$ cat src/rtl/sp_rp_pkg.sv
package sp_rp_pkg;
   typedef enum logic [1:0] {
      RM_NEAREST = 2'd0,
      RM_ZERO    = 2'd1,
      RM_UP      = 2'd2,
      RM_DOWN    = 2'd3
   } rnd_mode_e;
endpackage

$ cat src/rtl/sp_rnd_incr.sv
// Adds the rounding increment selected by mode and sign; only when the
// three low positions are nonzero.
module sp_rnd_incr
   import sp_rp_pkg::*;
#(
   parameter int SIG_W = 27
) (
   input  logic             sign,
   input  logic [1:0]       mode,
   input  logic [SIG_W-1:0] sig_i,
   output logic [SIG_W:0]   sig_o
);
   logic [SIG_W:0] addend;
   logic           lost;

   always_comb begin
      lost   = |sig_i[2:0];
      addend = '0;
      if (lost) begin
         case (mode)
            RM_NEAREST: addend = (SIG_W+1)'(3) + (SIG_W+1)'(sig_i[3]);
            RM_ZERO:    addend = '0;
            RM_UP:      addend = sign ? '0 : (SIG_W+1)'(8);
            RM_DOWN:    addend = sign ? (SIG_W+1)'(8) : '0;
            default:    addend = '0;
         endcase
      end
      sig_o = {1'b0, sig_i} + addend;
   end
endmodule

$ cat src/rtl/sp_sticky_rshift.sv
// Right shift with sticky collection into bit 0; saturates for amt >= W.
module sp_sticky_rshift #(
   parameter int W      = 27,
   parameter int AMT_W  = 12,
   parameter bit STAGED = 1'b1
) (
   input  logic [W-1:0]     d,
   input  logic [AMT_W-1:0] amt,
   output logic [W-1:0]     q
);
   localparam int LG = $clog2(W);

   initial begin : chk_params
      assert (AMT_W > LG) else $fatal(1, "shift amount too narrow");
   end

   logic sat;
   assign sat = (amt >= AMT_W'(W));

   logic [W-1:0] shifted;

   if (STAGED) begin : g_staged
      logic [W-1:0] stg [LG+1];
      assign stg[0] = d;
      for (genvar k = 0; k < LG; k++) begin : g_stage
         localparam int SH = 1 << k;
         assign stg[k+1] = amt[k]
            ? ((stg[k] >> SH) | {{(W-1){1'b0}}, |stg[k][SH-1:0]})
            : stg[k];
      end
      assign shifted = stg[LG];
   end else begin : g_flat
      logic [W-1:0] mask;
      assign mask    = ~({W{1'b1}} << amt);
      assign shifted = (d >> amt) | {{(W-1){1'b0}}, |(d & mask)};
   end

   assign q = sat ? {{(W-1){1'b0}}, |d} : shifted;
endmodule

$ cat src/rtl/sp_special_sel.sv
// Mode- and sign-dependent words for flushed and overflowed results.
module sp_special_sel
   import sp_rp_pkg::*;
#(
   parameter int EXPF_W = 8,
   parameter int FRAC_W = 23
) (
   input  logic                     sign,
   input  logic [1:0]               mode,
   output logic [EXPF_W+FRAC_W:0]   flush_word,
   output logic [EXPF_W+FRAC_W:0]   ovf_word
);
   localparam logic [EXPF_W-1:0] EXP_ONES = '1;
   localparam logic [EXPF_W-1:0] EXP_MAXF = EXP_ONES - EXPF_W'(1);
   localparam logic [FRAC_W-1:0] FRAC_ONE = FRAC_W'(1);

   logic to_min;
   logic to_inf;

   always_comb begin
      case (mode)
         RM_UP:   begin to_min = ~sign; to_inf = ~sign; end
         RM_DOWN: begin to_min = sign;  to_inf = sign;  end
         RM_ZERO: begin to_min = 1'b0;  to_inf = 1'b0;  end
         default: begin to_min = 1'b0;  to_inf = 1'b1;  end
      endcase
      flush_word = {sign, {EXPF_W{1'b0}}, to_min ? FRAC_ONE : {FRAC_W{1'b0}}};
      ovf_word   = to_inf ? {sign, EXP_ONES, {FRAC_W{1'b0}}}
                          : {sign, EXP_MAXF, {FRAC_W{1'b1}}};
   end
endmodule

$ cat src/rtl/sp_round_pack.sv
module sp_round_pack
   import sp_rp_pkg::*;
#(
   parameter int EXPF_W   = 8,
   parameter int FRAC_W   = 23,
   parameter int EXP_IN_W = 10,
   parameter bit PIPE     = 1'b1,
   parameter bit STAGED   = 1'b1
) (
   input  logic                       clk,
   input  logic                       rst_n,
   input  logic                       in_valid,
   input  logic                       in_sign,
   input  logic [EXP_IN_W-1:0]        in_exp,
   input  logic [FRAC_W+3:0]          in_sig,
   input  logic [1:0]                 rnd_mode,
   input  logic                       flush_en,
   output logic                       out_valid,
   output logic [EXPF_W+FRAC_W:0]     out_result,
   output logic                       out_inexact,
   output logic                       out_underflow,
   output logic                       out_overflow
);
   localparam int SIG_W = FRAC_W + 4;
   localparam int RES_W = 1 + EXPF_W + FRAC_W;
   localparam int BIAS  = (1 << (EXPF_W - 1)) - 1;
   localparam int EW    = EXP_IN_W + 2;
   localparam logic signed [EW-1:0] EMIN_S    = EW'(1 - BIAS);
   localparam logic signed [EW-1:0] EMIN_M1_S = EW'(-BIAS);
   localparam logic signed [EW-1:0] EMAX_S    = EW'(BIAS);

   initial begin : chk_params
      assert (FRAC_W >= 4) else $fatal(1, "FRAC_W too small");
      assert (EXPF_W >= 3) else $fatal(1, "EXPF_W too small");
      assert (EXP_IN_W >= EXPF_W + 2) else $fatal(1, "EXP_IN_W too narrow");
   end

   // ---------------- denormalization ----------------
   logic signed [EW-1:0] xe_in;
   logic                 is_tiny;
   logic                 at_edge;
   logic                 flush_hit;
   logic [EW-1:0]        shamt;
   logic [SIG_W:0]       sig_pre;
   logic [SIG_W-1:0]     sig_sh;

   assign xe_in     = {{(EW-EXP_IN_W){in_exp[EXP_IN_W-1]}}, in_exp};
   assign is_tiny   = (xe_in < EMIN_S);
   assign at_edge   = (xe_in == EMIN_M1_S);
   assign flush_hit = is_tiny & flush_en;
   assign shamt     = EW'(EMIN_S - xe_in);

   sp_rnd_incr #(.SIG_W(SIG_W)) u_pre_rnd (
      .sign  (in_sign),
      .mode  (rnd_mode),
      .sig_i (in_sig),
      .sig_o (sig_pre)
   );

   sp_sticky_rshift #(.W(SIG_W), .AMT_W(EW), .STAGED(STAGED)) u_shift (
      .d   (in_sig),
      .amt (shamt),
      .q   (sig_sh)
   );

   logic signed [EW-1:0] xe_a;
   logic [SIG_W-1:0]     sig_a;
   logic                 nx_a;

   always_comb begin
      xe_a  = xe_in;
      sig_a = in_sig;
      nx_a  = 1'b0;
      if (is_tiny) begin
         xe_a = EMIN_S;
         if (at_edge && sig_pre[SIG_W]) begin
            sig_a = {sig_pre[SIG_W:4], 3'b000};
            nx_a  = 1'b1;
         end else begin
            sig_a = sig_sh;
         end
      end
   end

   // ---------------- main rounding ----------------
   logic                 grs_a;
   logic [SIG_W:0]       sig_r;
   logic [SIG_W-1:0]     sig_b;
   logic signed [EW-1:0] xe_b;

   assign grs_a = |sig_a[2:0];

   sp_rnd_incr #(.SIG_W(SIG_W)) u_main_rnd (
      .sign  (in_sign),
      .mode  (rnd_mode),
      .sig_i (sig_a),
      .sig_o (sig_r)
   );

   always_comb begin
      if (grs_a && sig_r[SIG_W]) begin
         sig_b = sig_r[SIG_W:1];
         xe_b  = xe_a + EW'(1);
      end else begin
         sig_b = sig_r[SIG_W-1:0];
         xe_b  = xe_a;
      end
   end

   // ---------------- pack ----------------
   logic [FRAC_W:0]   mant;
   logic              ovf;
   logic [EW-1:0]     exp_sum;
   logic [EXPF_W-1:0] exp_field;
   logic [RES_W-1:0]  flush_word;
   logic [RES_W-1:0]  ovf_word;
   logic [RES_W-1:0]  res_c;
   logic              nx_c;
   logic              uf_c;
   logic              unused_bits;

   assign mant      = sig_b[SIG_W-1:3];
   assign ovf       = ~flush_hit & (xe_b > EMAX_S);
   assign exp_sum   = xe_b + EW'(BIAS);
   assign exp_field = mant[FRAC_W] ? exp_sum[EXPF_W-1:0] : '0;
   assign unused_bits = ^{sig_pre[3:0], sig_b[2:0], exp_sum[EW-1:EXPF_W]};

   sp_special_sel #(.EXPF_W(EXPF_W), .FRAC_W(FRAC_W)) u_special (
      .sign       (in_sign),
      .mode       (rnd_mode),
      .flush_word (flush_word),
      .ovf_word   (ovf_word)
   );

   always_comb begin
      if (flush_hit) begin
         res_c = flush_word;
         nx_c  = 1'b1;
         uf_c  = 1'b1;
      end else if (ovf) begin
         res_c = ovf_word;
         nx_c  = 1'b1;
         uf_c  = 1'b0;
      end else begin
         res_c = {in_sign, exp_field, mant[FRAC_W-1:0]};
         nx_c  = nx_a | grs_a;
         uf_c  = grs_a & ~sig_a[SIG_W-1];
      end
   end

   // ---------------- output stage ----------------
   if (PIPE) begin : g_reg
      always_ff @(posedge clk or negedge rst_n) begin
         if (!rst_n) begin
            out_valid     <= 1'b0;
            out_result    <= '0;
            out_inexact   <= 1'b0;
            out_underflow <= 1'b0;
            out_overflow  <= 1'b0;
         end else begin
            out_valid <= in_valid;
            if (in_valid) begin
               out_result    <= res_c;
               out_inexact   <= nx_c;
               out_underflow <= uf_c;
               out_overflow  <= ovf;
            end
         end
      end
   end else begin : g_comb
      assign out_valid     = in_valid;
      assign out_result    = res_c;
      assign out_inexact   = nx_c;
      assign out_underflow = uf_c;
      assign out_overflow  = ovf;
   end
endmodule

$ cat config.mk
export PLATFORM = sky130hd
export DESIGN_NAME = sp_round_pack
export DESIGN_NICKNAME = d
export VERILOG_FILES = /design/src/rtl/sp_rp_pkg.sv /design/src/rtl/sp_rnd_incr.sv /design/src/rtl/sp_sticky_rshift.sv /design/src/rtl/sp_special_sel.sv /design/src/rtl/sp_round_pack.sv
export SDC_FILE = /design/constraint.sdc
export NUM_CORES = 1
export LEC_CHECK = 0
export ABC_AREA = 0
export ABC_CLOCK_PERIOD_IN_PS = 900
export BUFFER_PORTS_ARGS = -buffer_cell sky130_fd_sc_hd__buf_4
export CAP_MARGIN = 0
export CORE_MARGIN = 2
export CORE_UTILIZATION = 45
export CTS_CLUSTER_SIZE = 20
export DETAILED_ROUTE_END_ITERATION = 10
export PLACE_DENSITY_LB_ADDON = 0.2
export SKIP_CTS_REPAIR_TIMING = 1
export SLEW_MARGIN = 0
export SYNTH_ARGS = -nofsm -noshare
export SYNTH_HDL_FRONTEND = slang
export SYNTH_SLANG_ARGS = --single-unit
$ cat constraint.sdc
create_clock -name clk -period 0.9 [get_ports clk]
set_clock_uncertainty 0.2 [all_clocks]
set_input_delay 0.135 -clock clk [delete_from_list [all_inputs] [get_ports clk]]
set_output_delay 0.135 -clock clk [all_outputs]
set_load 0.01 [all_outputs]
# Yosys cells after proc, flatten, opt, wreduce, memory -nomap -nowiden
# Cells that the tools add are included.
# word_totals
output_inout_bits	36
input_bits	44
wordCells	71
ff_bits	36
# op_classes
n_eq_ne	4
muxes	30
magnitude_cmp	3
bitwise_logic	12
addsub	7
n_reduce_logical	10
# ops
operator	count
27-bit two-way mux	9
28-bit one-hot mux with 4 select lines	2
31-bit two-way mux	2
27-bit by 28-bit adder with 28-bit output	2
28-bit two-way mux	2
27-bit OR reduction	1
26-bit by 1-bit OR with 26-bit output	1
25-bit by 1-bit OR with 25-bit output	1
12-bit two-way mux	2
24-bit two-way mux	1
23-bit by 1-bit OR with 23-bit output	1
19-bit by 1-bit OR with 19-bit output	1
16-bit OR reduction	1
12-bit by 2-bit adder with 12-bit output, second input constant	1
12-bit by 5-bit greater-or-equal comparator with 1-bit output, second input constant	1
12-bit by 8-bit greater-than comparator with 1-bit output, second input constant	1
11-bit by 1-bit OR with 11-bit output	1
8-bit by 10-bit subtractor with 11-bit output, first input constant	1
10-bit by 8-bit equality test with 1-bit output, second input constant	1
10-bit by 8-bit less-than comparator with 1-bit output, second input constant	1
8-bit adder, second input constant	1
4-bit two-way mux	2
8-bit two-way mux	1
8-bit OR reduction	1
other kinds (14)	28

# Logic depth before layout (Yosys ltp)
# Gate-level depths: netlist of run 1.
# depth
depth_word	27
ltp_mapped	29
ltp_nobuf	25

# Modules after synthesis
# A second synthesis of run 1 with hierarchy kept.
# hier_totals
hier_cells	928
hier_area_um2	7110.6
# by_module_without_submodules
mod	seq_area_each_um2	area_each_um2	cells_each	n_inst
sp_round_pack	900.9	3557.2	487	1
sp_sticky_rshift	0.0	1665.3	193	1
sp_rnd_incr	0.0	685.7	89	2
sp_special_sel	0.0	516.7	70	1

# Least setup slack after synthesis of run 1
# Ideal clock, no wire load.
# synth_path
path_type	input to register
from	in in_exp[0]
to	reg out_result[10]
setup_time_ps	145
path_buffers	6
path_stages	29
path_slack_ps	-5492
arrival_time_ps	6047
required_time_ps	555
cell_sequence	buf_6 buf_8 buf_4 buf_2 inv_1 ha_1 buf_2 mux4_2 mux2i_1 mux2i_1 nor2b_1 nand4b_1 o311ai_2 o211a_1 nand2b_1 nor2_1 ha_1 and2_1 o311ai_0 a21o_1 or3_1 o211a_2 a21boi_2 and3_1 mux2_2 a21oi_4 nand2b_4 buf_6 o221ai_2
# synth_between
elab_chain_len	26
word_cells_on_any_way	37
classes_between	add/sub: 4; order compare: 3; eq/ne: 1; mux: 15; bitwise: 7; reduce/logical: 7
# synth_lines
element	line	rtl
start: declaration	sp_round_pack.sv:14	input logic [EXP_IN_W-1:0] in_exp,
8-bit by 10-bit subtractor with 11-bit output	sp_round_pack.sv:51	assign shamt = EW'(EMIN_S - xe_in);
27-bit two-way mux	sp_sticky_rshift.sv:28	? ((stg[k] >> SH) | {{(W-1){1'b0}}, |stg[k][SH-1:0]})
2-bit OR reduction	sp_sticky_rshift.sv:28	
25-bit by 1-bit OR with 25-bit output	sp_sticky_rshift.sv:28	
27-bit two-way mux	sp_sticky_rshift.sv:28	
4-bit OR reduction	sp_sticky_rshift.sv:28	
23-bit by 1-bit OR with 23-bit output	sp_sticky_rshift.sv:28	
27-bit two-way mux	sp_sticky_rshift.sv:28	
[... 10 more ...]	n/a	
28-bit two-way mux	sp_rnd_incr.sv:19	if (lost) begin
27-bit by 28-bit adder with 28-bit output	sp_rnd_incr.sv:28	sig_o = {1'b0, sig_i} + addend;
1-bit logical AND	sp_round_pack.sv:101	if (grs_a && sig_r[SIG_W]) begin
12-bit two-way mux	sp_round_pack.sv:101	
12-bit by 8-bit greater-than comparator with 1-bit output	sp_round_pack.sv:123	assign ovf = ~flush_hit & (xe_b > EMAX_S);
1-bit AND	sp_round_pack.sv:123	
31-bit two-way mux	sp_round_pack.sv:140	end else if (ovf) begin
31-bit two-way mux (*)	sp_round_pack.sv:136	if (flush_hit) begin
end signal: assignment	sp_round_pack.sv:163	out_result <= res_c;
end: declaration	sp_round_pack.sv:19	output logic [EXPF_W+FRAC_W:0] out_result,
# Every way passes the cells marked *; elsewhere a longest branch is shown, timed or not. The select of a mux whose other input is x is not followed.
# A chain may end at the register's enable or synchronous reset.

# Worst setup path after layout of run 1
# layout_path
from	in in_exp[0]
to	reg out_result[19]
# Same word-level chain as after synthesis.

==> results of run 1 <==
## cell usage in the layout, fill, tap and decap left out, drive strengths merged, types with 7 or more instances in the layout
cell      n
and3     17
inv      38
mux2i    37
nand2    77
mux2     19
nor3     27
o21a      7
a21oi    18
nor2     47
xnor2    19
mux4     25
ha       13
dfrtp    36
nand4    22
xor2     14
o21ai    24
nand3    28
buf     381
a31oi     7
o211ai   12
o221ai   26
nor4     14
nand2b    7
nor3b     8
## power breakdown
part	switching, mW	internal [mW]	leakage [nW]
clock network	0.749	1.30	0.0798
logic	2.90	3.09	3.74
registers	0.192	1.83	0.459
total	3.85	6.23	4.28
## worst max-delay path by stage
stage,startpoint,endpoint,slack [ns],cells after the start
floorplan,in_exp[0],out_result[10],-4.87,29
global placement,in_exp[0],out_result[11],-4.95,26
detailed placement,in_exp[0],out_result[8],-5.02,26
CTS,in_exp[0],out_result[18],-4.76,25
global route,in_exp[0],out_result[19],-4.66,26
finish,in_exp[0],out_result[19],-4.51,25
## routing by layer
metal	vias to the layer above	wire length, um
met4	0	1070
met3	87	1860
met5	-	0
met1	3676	10900
met2	435	12600
li1	3357	-
## flip-flops by register name (all words and copies together), names as in the netlist
name,cells
out_underflow,1
out_inexact,1
out_overflow,1
out_valid,1
out_result,32
## worst max-delay path, stage by stage
cell	delay (ns)
buf_8	0.09
buf_12	0.13
buf_4	0.17
mux2_2	0.36
mux4_2	0.52
or2_2	0.32
nor2_2	0.15
o21bai_1	0.12
o311ai_4	0.31
o211a_1	0.22
nand2b_4	0.15
nor2_4	0.04
ha_4	0.27
and2_4	0.15
o311ai_4	0.07
a21o_1	0.17
or3_1	0.38
o211a_4	0.17
a21boi_4	0.18
and3_4	0.22
mux2_4	0.31
a21oi_4	0.18
nand2b_4	0.24
clkbuf_16	0.19
o211ai_2	0.09
## cell type report
cell class              instances  share of cell area, %
clock buffers                   5                   1.32
clock inverters                 3                  0.448
inverters                      38                   1.55
multi-input cells             573                   51.1
flip-flops and latches         36                   9.48
well taps                     172                   2.27
repair buffers                383                   33.8
## stage by stage
stage / total power [mW] / utilization [%] / worst slack [ns] / setup TNS [ns]
2_1_floorplan: 4.65 / - / -4.87 / -162.91
3_3_place_gp: 7.05 / 67.5 / -4.95 / -166.86
3_5_place_dp: 7.15 / 67.5 / -5.02 / -169.47
4_1_cts: 9.14 / 68.8 / -4.76 / -168.91
5_1_grt: 10.5 / 75.0 / -4.66 / -164.98
6_report: 10.1 / 75.0 / -4.51 / -159.49
## logic make-up after synthesis
| family | count (synthesis) | synth area share [%] |
|---|---|---|
| AOI/OAI and AO/OA | 164 | 24.1 |
| xor gates and xnor gates | 33 | 5.18 |
| adders and majority gates | 13 | 2.77 |
| buffers and inverters | 103 | 7.99 |
| DFF | 36 | 15.3 |
| muxes | 81 | 19.6 |
| and+or+nand+nor | 282 | 25.0 |
==> qor.csv, run 1 <==
stage;metric;value;unit
outcome;outcome;complete, but fails checks;
outcome;failing checks;setup timing;
clocking;CTS Sinks;36;
power_and_ir_drop;worst vdd ir;0.670;mV
placement;Placed Cells;1169;
floorplan;core area;12700;sq um
global_routing;largest net degree at the start of global routing;35;
floorplan;Initial Util;46.3;%
placement;Port Buffers;79;
synth;Mean Syn Cell Area;8.25;sq um
timing;Fmax;185;MHz
power_and_ir_drop;Leak;4.28;nW
clocking;Reg clk slew, reported paths;0.06;ns
timing;minimum clock period;5.41;ns
final_layout;register area;901;sq um
worst_setup_path;worst reg2reg endpoint;out_result[0];
routing;final wirelength;26400;um
global_routing;antenna violations before repair;0;
worst_setup_path;worst-path fanout max;8;
worst_setup_path;register-to-register path setup slack;-0.23;ns
synth;synthesis-stage register bit count;36;
worst_setup_path;worst reg2reg path depth;2;
clocking;TritonCTS Buffers;5;
final_layout;Antenna diodes;0;
synth;Post-synth ARST share;100;%
worst_setup_path;Arrival @ worst endpoint;5.36;ns
global_routing;total grt overflow;0;
global_routing;GR Util All Layers;32.9;%
worst_setup_path;WS Path Type;in -> reg;
global_routing;first-pass GRT wire length;36800;um
power_and_ir_drop;pwr/cell area;1060;nW/um^2
worst_hold_path;hold crit path type;in -> reg;
global_routing;met1 usage;44.3;%
clocking;CTS tree;built;
synth;most used standard cell by instance count after synthesis;nand2_1;
final_layout;Final nets;1094;
floorplan;die span in x;118;um
timing;RSZ-0062 raised after global routing;yes;
synth;Synth cell types;88;
synth;sequential share of the synthesized area;15.3;%
worst_setup_path;Worst Path Required;0.86;ns
global_routing;vias in the first global route;6947;
worst_hold_path;hold endpoint;out_result[31];
routing;DRT iter0 DRCs;789;
synth;post-synth top area share;15.3;%
global_routing;GR peak layer;met2;
final_layout;final cell count without fillers;1210;
worst_setup_path;crit end category;flip-flop;
final_layout;area delta synth->final;61.8;%
timing;fin. max-slew vios;0;
timing;Final Hold Fails;0;
final_layout;final instance area;9500;sq um
synth;Mapped Area;5870;sq um
global_routing;met2 usage;55.4;%
synth;Synth warnings;0;
routing;DR pass1 iterations;6;
synth;EDFF count, synth;0;
timing;Slew headroom;53.9;%
worst_hold_path;HP Start;in_sign;
timing;Setup WS post-layout;-4.51;ns
floorplan;Ports;80;
final_layout;multi-input logic area;4850;sq um
global_routing;met3 global-route usage;2.22;%
floorplan;Die H;118;um
worst_hold_path;WHS Path Cells;3;
timing;Worst Tran Pin Value;0.692;ns
synth;Yosys top cell by area;dfrtp_1;
timing;fin crit share;601;%
placement;Placer Congestion;0.984;
final_layout;Filler cells;851;
clocking;Clock Path Buffers;2;
routing;DR vias;7555;
clocking;root buffer cell;clkbuf_16;
routing;remaining antenna violation count after routing;0;
floorplan;row count;41;
routing;vias per inst;6.24;
job;Max-Cap Viols;0;
routing;routed length per instance;21.8;um
placement;Placed Area;8550;sq um
synth;top cells by instance count after synthesis;nand2_1 (77), nor2_1 (47), inv_1 (38);
synth;ranking of synthesized cells by area;dfrtp_1 (15%), mux4_2 (9.6%), mux2i_1 (6.1%), nand2_1 (4.9%), mux2_2 (3.6%);
timing;final hold slack;0.00808;ns
synth;ys flop type;dfrtp_1;
synth;cell count after synthesis;712;
worst_setup_path;reg-to-reg startpoint;out_result[0];
final_layout;share of cells above drive strength 1;50.6;%
placement;Detailed Place HPWL;19400;um
worst_setup_path;CP startpoint kind;primary input;
routing;Remaining DRCs;0;
clocking;Clk Latency, worst-skew pair;0.29;ns
floorplan;die area;14000;sq um
synth;Net Count, Synth;769;
timing;final setup fails;71;
clocking;H-tree levels;2;
Power figures use the tool's default switching activity.
==> inputs of run 2 (changes only) <==
--- a/config.mk
+++ b/config.mk
@@ -5,7 +5,6 @@
 export SDC_FILE = /design/constraint.sdc
 export NUM_CORES = 1
 export LEC_CHECK = 0
-export ABC_AREA = 0
 export ABC_CLOCK_PERIOD_IN_PS = 900
 export BUFFER_PORTS_ARGS = -buffer_cell sky130_fd_sc_hd__buf_4
 export CAP_MARGIN = 0
@@ -13,7 +12,7 @@
 export CORE_UTILIZATION = 45
 export CTS_CLUSTER_SIZE = 20
 export DETAILED_ROUTE_END_ITERATION = 10
-export PLACE_DENSITY_LB_ADDON = 0.2
+export PLACE_DENSITY = 0.67
 export SKIP_CTS_REPAIR_TIMING = 1
 export SLEW_MARGIN = 0
 export SYNTH_ARGS = -nofsm -noshare
==> constraint.sdc (replaced) <==
create_clock -name clk -period 0.9 [get_ports clk]
set_clock_uncertainty 0.2 [all_clocks]
set_input_delay 0.045 -clock clk [delete_from_list [all_inputs] [get_ports clk]]
set_output_delay 0.045 -clock clk [all_outputs]
set_load 0.01 [all_outputs]
==> run 2 against run 1 <==
Maximum frequency is 2.4% higher. Largest power group unchanged. Total power is 5.0% lower. Design area is 2.5% lower. The flow finishes with violations (hold timing, setup timing). Critical path type unchanged. Non-clock buffer count is 8 lower. Die area stayed put. Register-to-register slack worse by 0.15 ns.
==> qor.csv, run 2 (synthesis gave the netlist of run 1 again) <==
stage;metric;value;unit;change
outcome;outcome;complete, but fails checks;;unchanged
outcome;failing checks;hold timing, setup timing;;was setup timing
global_routing;first-pass GRT wire length;36000;um;was 36,800 um
clocking;Reg clk slew, reported paths;0.05;ns;was 0.06 ns
timing;Final Hold Fails;3;;was 0
placement;DP Worst Slack;-4.78;ns;was -5.02 ns
placement;Placer Congestion;1.02;;was 0.984
timing;fin crit share;586;%;was 601%
worst_setup_path;Worst Path Required;0.84;ns;was 0.86 ns
power_and_ir_drop;worst vdd ir;0.666;mV;was 0.670 mV
timing;RSZ-0062 raised after global routing;yes;;unchanged
worst_setup_path;CP startpoint kind;primary input;;unchanged
routing;DR vias;7442;;was 7,555
final_layout;commonest cells after routing, fill and taps aside;buf_4 (318), nand2_1 (76), nor2_1 (45);;was buf_4 (322), nand2_1 (76), buf_6 (47)
clocking;H-tree levels;2;;unchanged
global_routing;antenna violations before repair;0;;unchanged
worst_hold_path;hold crit path type;in -> reg;;unchanged
routing;DRT iter0 DRCs;627;;was 789
clocking;root buffer cell;clkbuf_16;;unchanged
floorplan;Ports;80;;unchanged
floorplan;Initial Util;46.3;%;unchanged
timing;Slew headroom;43.8;%;was 53.9%
placement;Placed Area;8500;sq um;was 8550 sq um
global_routing;largest net degree at the start of global routing;37;;was 35
clocking;Clock Path Buffers;2;;unchanged
routing;DR pass1 iterations;5;;was 6
routing;remaining antenna violation count after routing;0;;unchanged
global_routing;total grt overflow;0;;unchanged
routing;final wirelength;24800;um;was 26,400 um
placement;Port Buffers;79;;unchanged
worst_setup_path;crit end category;flip-flop;;unchanged
final_layout;Final nets;1087;;was 1,094
routing;vias per inst;6.19;;was 6.24
power_and_ir_drop;Leak;4.18;nW;was 4.28 nW
final_layout;Largest register FFs;32;;unchanged
worst_setup_path;WS Path Type;in -> reg;;unchanged
routing;routed length per instance;20.6;um;was 21.8 um
final_layout;area delta synth->final;57.8;%;was 61.8%
placement;Detailed Place HPWL;19000;um;was 19,400 um
clocking;TritonCTS Buffers;5;;unchanged
floorplan;die area;14000;sq um;unchanged
timing;minimum clock period;5.28;ns;was 5.41 ns
timing;final setup fails;71;;unchanged
floorplan;core area;12700;sq um;unchanged
final_layout;Filler cells;950;;was 851
final_layout;share of cells above drive strength 1;48.5;%;was 50.6%
global_routing;GR Util All Layers;31.8;%;was 32.9%
timing;Setup WS post-layout;-4.38;ns;was -4.51 ns
clocking;CTS tree;built;;unchanged
worst_setup_path;worst-path fanout max;6;;was 8
power_and_ir_drop;pwr/cell area;1030;nW/um^2;was 1060 nW/um^2
floorplan;Die H;118;um;unchanged
final_layout;Most flops, register;out_result;;unchanged
clocking;CTS Sinks;36;;unchanged
final_layout;final instance area;9270;sq um;was 9500 sq um
worst_setup_path;worst reg2reg path depth;3;;was 2
final_layout;Antenna diodes;0;;unchanged
timing;fin. max-slew vios;0;;unchanged
worst_hold_path;WHS Path Cells;2;;was 3
floorplan;row count;41;;unchanged
floorplan;die span in x;118;um;unchanged
worst_setup_path;Arrival @ worst endpoint;5.22;ns;was 5.36 ns
timing;Worst Tran Pin Value;0.843;ns;was 0.692 ns
routing;Remaining DRCs;0;;unchanged
clocking;Clk Latency, worst-skew pair;0.28;ns;was 0.29 ns
timing;final hold slack;-0.120;ns;was 0.00808 ns
final_layout;commonest non-fill, non-tap cell in the layout;buf_4;;unchanged
global_routing;vias in the first global route;6832;;was 6,947
job;Max-Cap Viols;0;;unchanged
timing;Fmax;189;MHz;was 185 MHz
[run 2: cell count changes in the layout (fill, tap and decap cells not counted), moves of 4 or more]
| cell | before | now |
|---|---|---|
| buf_6 | 47 | 43 |
| buf_4 | 322 | 318 |
| o221ai_1 | 4 | 11 |
| o221ai_2 | 20 | 15 |
[run 2: final timing paths]
path,endpoint,startpoint,slack (ns)
hold reg to reg,out_underflow,out_underflow,0.35
min in group asynchronous,out_result[13],rst_n,0.06
setup reg to reg,out_result[0],out_result[0],-0.38
setup / recovery,out_result[15],in_exp[0],-4.38
max in group asynchronous,out_result[30],rst_n,0.11
hold / removal,out_result[31],in_sign,-0.12
[run 2: area by class of cell]
type / instances / area, sq um / share of cell area (%)
clock buffer: 8 / 146 / 1.58
multi-input combinational: 574 / 4730 / 51.0
tap: 172 / 215 / 2.32
timing repair buffer: 375 / 3130 / 33.7
inverter: 38 / 148 / 1.59
sequential: 36 / 901 / 9.72
[run 2: report_power, final]
part / internal, mW / total, mW / switching, mW
Sequential: 1.84 / 2.02 / 0.186
Clock: 1.10 / 1.73 / 0.625
Combinational: 3.04 / 5.83 / 2.78
[run 2: critical path, stage by stage]
cell and delay (ns):
buf_8 0.11, ha_4 0.17, xor2_4 0.30, buf_12 0.15, mux4_2 0.54, nor4b_2 0.29, buf_4 0.17, o21bai_4 0.05
o311ai_2 0.35, o211a_1 0.23, nand2b_4 0.14, nor2_4 0.04, ha_4 0.28, and2_4 0.14, o311ai_2 0.08, a21o_1 0.18
or3_1 0.38, o211a_4 0.17, a21boi_4 0.18, and3_4 0.21, mux2_4 0.31, a21oi_4 0.18, nand2b_4 0.23, buf_12 0.14
o221ai_2 0.10
[run 2: layer usage]
layer | vias to the layer above | global-route usage [%] | wire length, um
met2 | 388 | 53.4 | 11900
met4 | 0 | 12.3 | 872
met1 | 3634 | 42.6 | 10400
li1 | 3353 | - | -
met5 | - | 0 | 0
met3 | 67 | 2.51 | 1560
[run 2: through the flow]
step | power, mW | std cells | hold slack [ns] | utilization, % | setup TNS (ns)
after global placement | 7.00 | 1166 | -0.192 | 67.1 | -158.12
after detailed placement | 7.10 | 1166 | -0.184 | 67.1 | -161.07
after CTS | 8.81 | 1174 | -0.475 | 68.3 | -157.22
after floorplan | 4.65 | 712 | -0.451 | - | -159.76
final | 9.58 | 1203 | -0.120 | 73.1 | -152.09
after global routing | 9.98 | 1203 | -0.111 | 73.1 | -157.95
==> inputs of run 3 (changes only) <==
--- a/config.mk
+++ b/config.mk
@@ -10,6 +10,7 @@
 export CAP_MARGIN = 0
 export CORE_MARGIN = 2
 export CORE_UTILIZATION = 45
+export CTS_CLUSTER_DIAMETER = 200
 export CTS_CLUSTER_SIZE = 20
 export DETAILED_ROUTE_END_ITERATION = 10
 export PLACE_DENSITY = 0.67
==> constraint.sdc (replaced) <==
create_clock -name clk -period 0.9 [get_ports clk]
set_clock_uncertainty 0.2 [all_clocks]
set_input_delay 0.045 -clock clk [delete_from_list [all_inputs] [get_ports clk]]
set_output_delay 0.045 -clock clk [all_outputs]
set_load 0.02 [all_outputs]
==> run 3 against run 2 <==
The flow still finishes with violations (hold timing, setup timing). First-iteration DRC count is 38% higher. Maximum frequency shrank 1.3%. Non-clock buffer count is 34 higher. Largest cell class unchanged. Highest routed layer unchanged.
==> qor.csv, run 3 (synthesis gave the netlist of run 1 again) <==
stage;metric;value;unit;change
outcome;outcome;complete, but fails checks;;unchanged
outcome;failing checks;hold timing, setup timing;;unchanged
timing;Setup WS post-layout;-4.45;ns;was -4.38 ns
clocking;root buffer cell;clkbuf_16;;unchanged
worst_setup_path;Slowest-stage cell, CP;mux4_2;;unchanged
routing;Remaining DRCs;0;;unchanged
global_routing;antenna violations before repair;0;;unchanged
timing;Fmax;187;MHz;was 189 MHz
final_layout;commonest cells after routing, fill and taps aside;buf_4 (348), nand2_1 (76), buf_6 (48);;was buf_4 (318), nand2_1 (76), nor2_1 (45)
final_layout;final instance area;9680;sq um;was 9270 sq um
floorplan;Initial Util;46.3;%;unchanged
final_layout;Largest register FFs;32;;unchanged
timing;Slew headroom;52.6;%;was 43.8%
final_layout;Filler cells;843;;was 950
global_routing;largest net degree at the start of global routing;35;;was 37
worst_setup_path;crit end category;flip-flop;;unchanged
global_routing;first-pass GRT wire length;37900;um;was 36,000 um
timing;fin crit share;594;%;was 586%
final_layout;area delta synth->final;64.8;%;was 57.8%
timing;Fin Setup TNS;-153.96;ns;was -152.09 ns
floorplan;Ports;80;;unchanged
timing;fin. max-slew vios;0;;unchanged
power_and_ir_drop;pwr/cell area;1050;nW/um^2;was 1030 nW/um^2
power_and_ir_drop;worst vdd ir;0.621;mV;was 0.666 mV
worst_setup_path;WS Path Type;in -> reg;;unchanged
timing;RSZ-0062 raised after global routing;yes;;unchanged
placement;Detailed Place HPWL;19600;um;was 19,000 um
final_layout;Antenna diodes;0;;unchanged
worst_setup_path;worst-path fanout max;8;;was 6
floorplan;core area;12700;sq um;unchanged
routing;DRT iter0 DRCs;867;;was 627
worst_setup_path;CP startpoint kind;primary input;;unchanged
timing;final setup fails;71;;unchanged
timing;minimum clock period;5.35;ns;was 5.28 ns
final_layout;fin util;76.4;%;was 73.1%
clocking;Reg clk slew, reported paths;0.06;ns;was 0.05 ns
timing;final hold slack;-0.172;ns;was -0.120 ns
final_layout;share of cells above drive strength 1;52.2;%;was 48.5%
floorplan;row count;41;;unchanged
routing;final wirelength;26900;um;was 24,800 um
routing;routed length per instance;21.8;um;was 20.6 um
placement;Placer Congestion;0.998;;was 1.02
clocking;H-tree levels;2;;unchanged
placement;DP Worst Slack;-4.67;ns;was -4.78 ns
routing;DR pass1 iterations;5;;unchanged
timing;Final Hold Fails;15;;was 3
final_layout;commonest non-fill, non-tap cell in the layout;buf_4;;unchanged
global_routing;total grt overflow;0;;unchanged
worst_setup_path;Arrival @ worst endpoint;5.29;ns;was 5.22 ns
clocking;CTS tree;built;;unchanged
job;Max-Cap Viols;0;;unchanged
floorplan;Die H;118;um;unchanged
routing;vias per inst;6.24;;was 6.19
clocking;Clk Latency, worst-skew pair;0.28;ns;about the same
timing;Worst Tran Pin Value;0.710;ns;was 0.843 ns
worst_setup_path;max incr delay on CP;0.57;ns;was 0.54 ns
floorplan;die area;14000;sq um;unchanged
worst_setup_path;Worst Path Required;0.85;ns;was 0.84 ns
power_and_ir_drop;Leak;4.37;nW;was 4.18 nW
floorplan;die span in x;118;um;unchanged
worst_hold_path;hold crit path type;in -> reg;;unchanged
routing;remaining antenna violation count after routing;0;;unchanged
global_routing;vias in the first global route;7253;;was 6,832
clocking;TritonCTS Buffers;5;;unchanged
routing;DR vias;7715;;was 7,442
global_routing;GR Util All Layers;33.4;%;was 31.8%
placement;Port Buffers;79;;unchanged
placement;Placed Area;8690;sq um;was 8500 sq um
clocking;Clock Path Buffers;2;;unchanged
final_layout;Final nets;1120;;was 1,087
final_layout;Most flops, register;out_result;;unchanged
clocking;CTS Sinks;36;;unchanged
==> run 3: cell types whose count changed in the layout (fill, tap and decap cells not counted), sizes merged <==
cell / previous run / this run
clkinv: 0 / 2
buf: 373 / 406
nand2b: 8 / 7
clkbuf: 9 / 8
==> run 3: final timing paths <==
kind,startpoint,to,slack [ns],depth (start not counted)
worst max-delay path,in_exp[0],out_result[19],-4.45,26
worst min-delay path,in_sign,out_result[31],-0.17,2
worst max register to register,out_result[0],out_result[0],-0.24,3
worst min register to register,out_result[23],out_result[23],0.34,1
max in group asynchronous,rst_n,out_result[27],0.17,3
min in group asynchronous,rst_n,out_result[8],-0.05,2
==> run 3: layout make-up <==
| type | count | area, sq um | share of cell area, % |
|---|---|---|---|
| flip-flops and latches | 36 | 902 | 9.32 |
| inverters | 38 | 145 | 1.50 |
| clock inverters | 2 | 10.0 | 0.103 |
| multi-input cells | 573 | 4870 | 50.3 |
| repair buffers | 409 | 3390 | 35.1 |
| clock buffers | 6 | 139 | 1.44 |
| well taps | 172 | 215 | 2.22 |
==> run 3: metrics by stage <==
stage / total power, mW / instances
CTS: 9.12 / 1202
detailed placement: 7.38 / 1194
finish: 10.2 / 1236
global placement: 7.26 / 1194
floorplan: 4.81 / 712
global route: 10.6 / 1236
==> run 3: worst max-delay path: cells and delay by family <==
kind / cells / cell delay (ns)
buffers and inverters: 4 / 0.41
multiplexers: 4 / 1.22
AND/OR/NAND/NOR: 8 / 1.50
AO/OA/AOI/OAI: 8 / 1.50
adder cells (fa/ha/maj): 2 / 0.60
==> run 3: report_power, final <==
part / leakage (nW) / internal, mW / switching [mW]
sequential: 0.458 / 1.84 / 0.191
combinational: 3.84 / 3.25 / 3.11
clock: 0.0766 / 1.09 / 0.692
==> run 3: layer usage <==
metal / wire length (um) / vias to the layer above / global-route usage (%)
li1: - / 3417 / -
met1: 10600 / 3784 / 42.6
met2: 13300 / 413 / 59.4
met3: 1800 / 101 / 3.14
met4: 1170 / 0 / 10.3
met5: 0 / - / 0
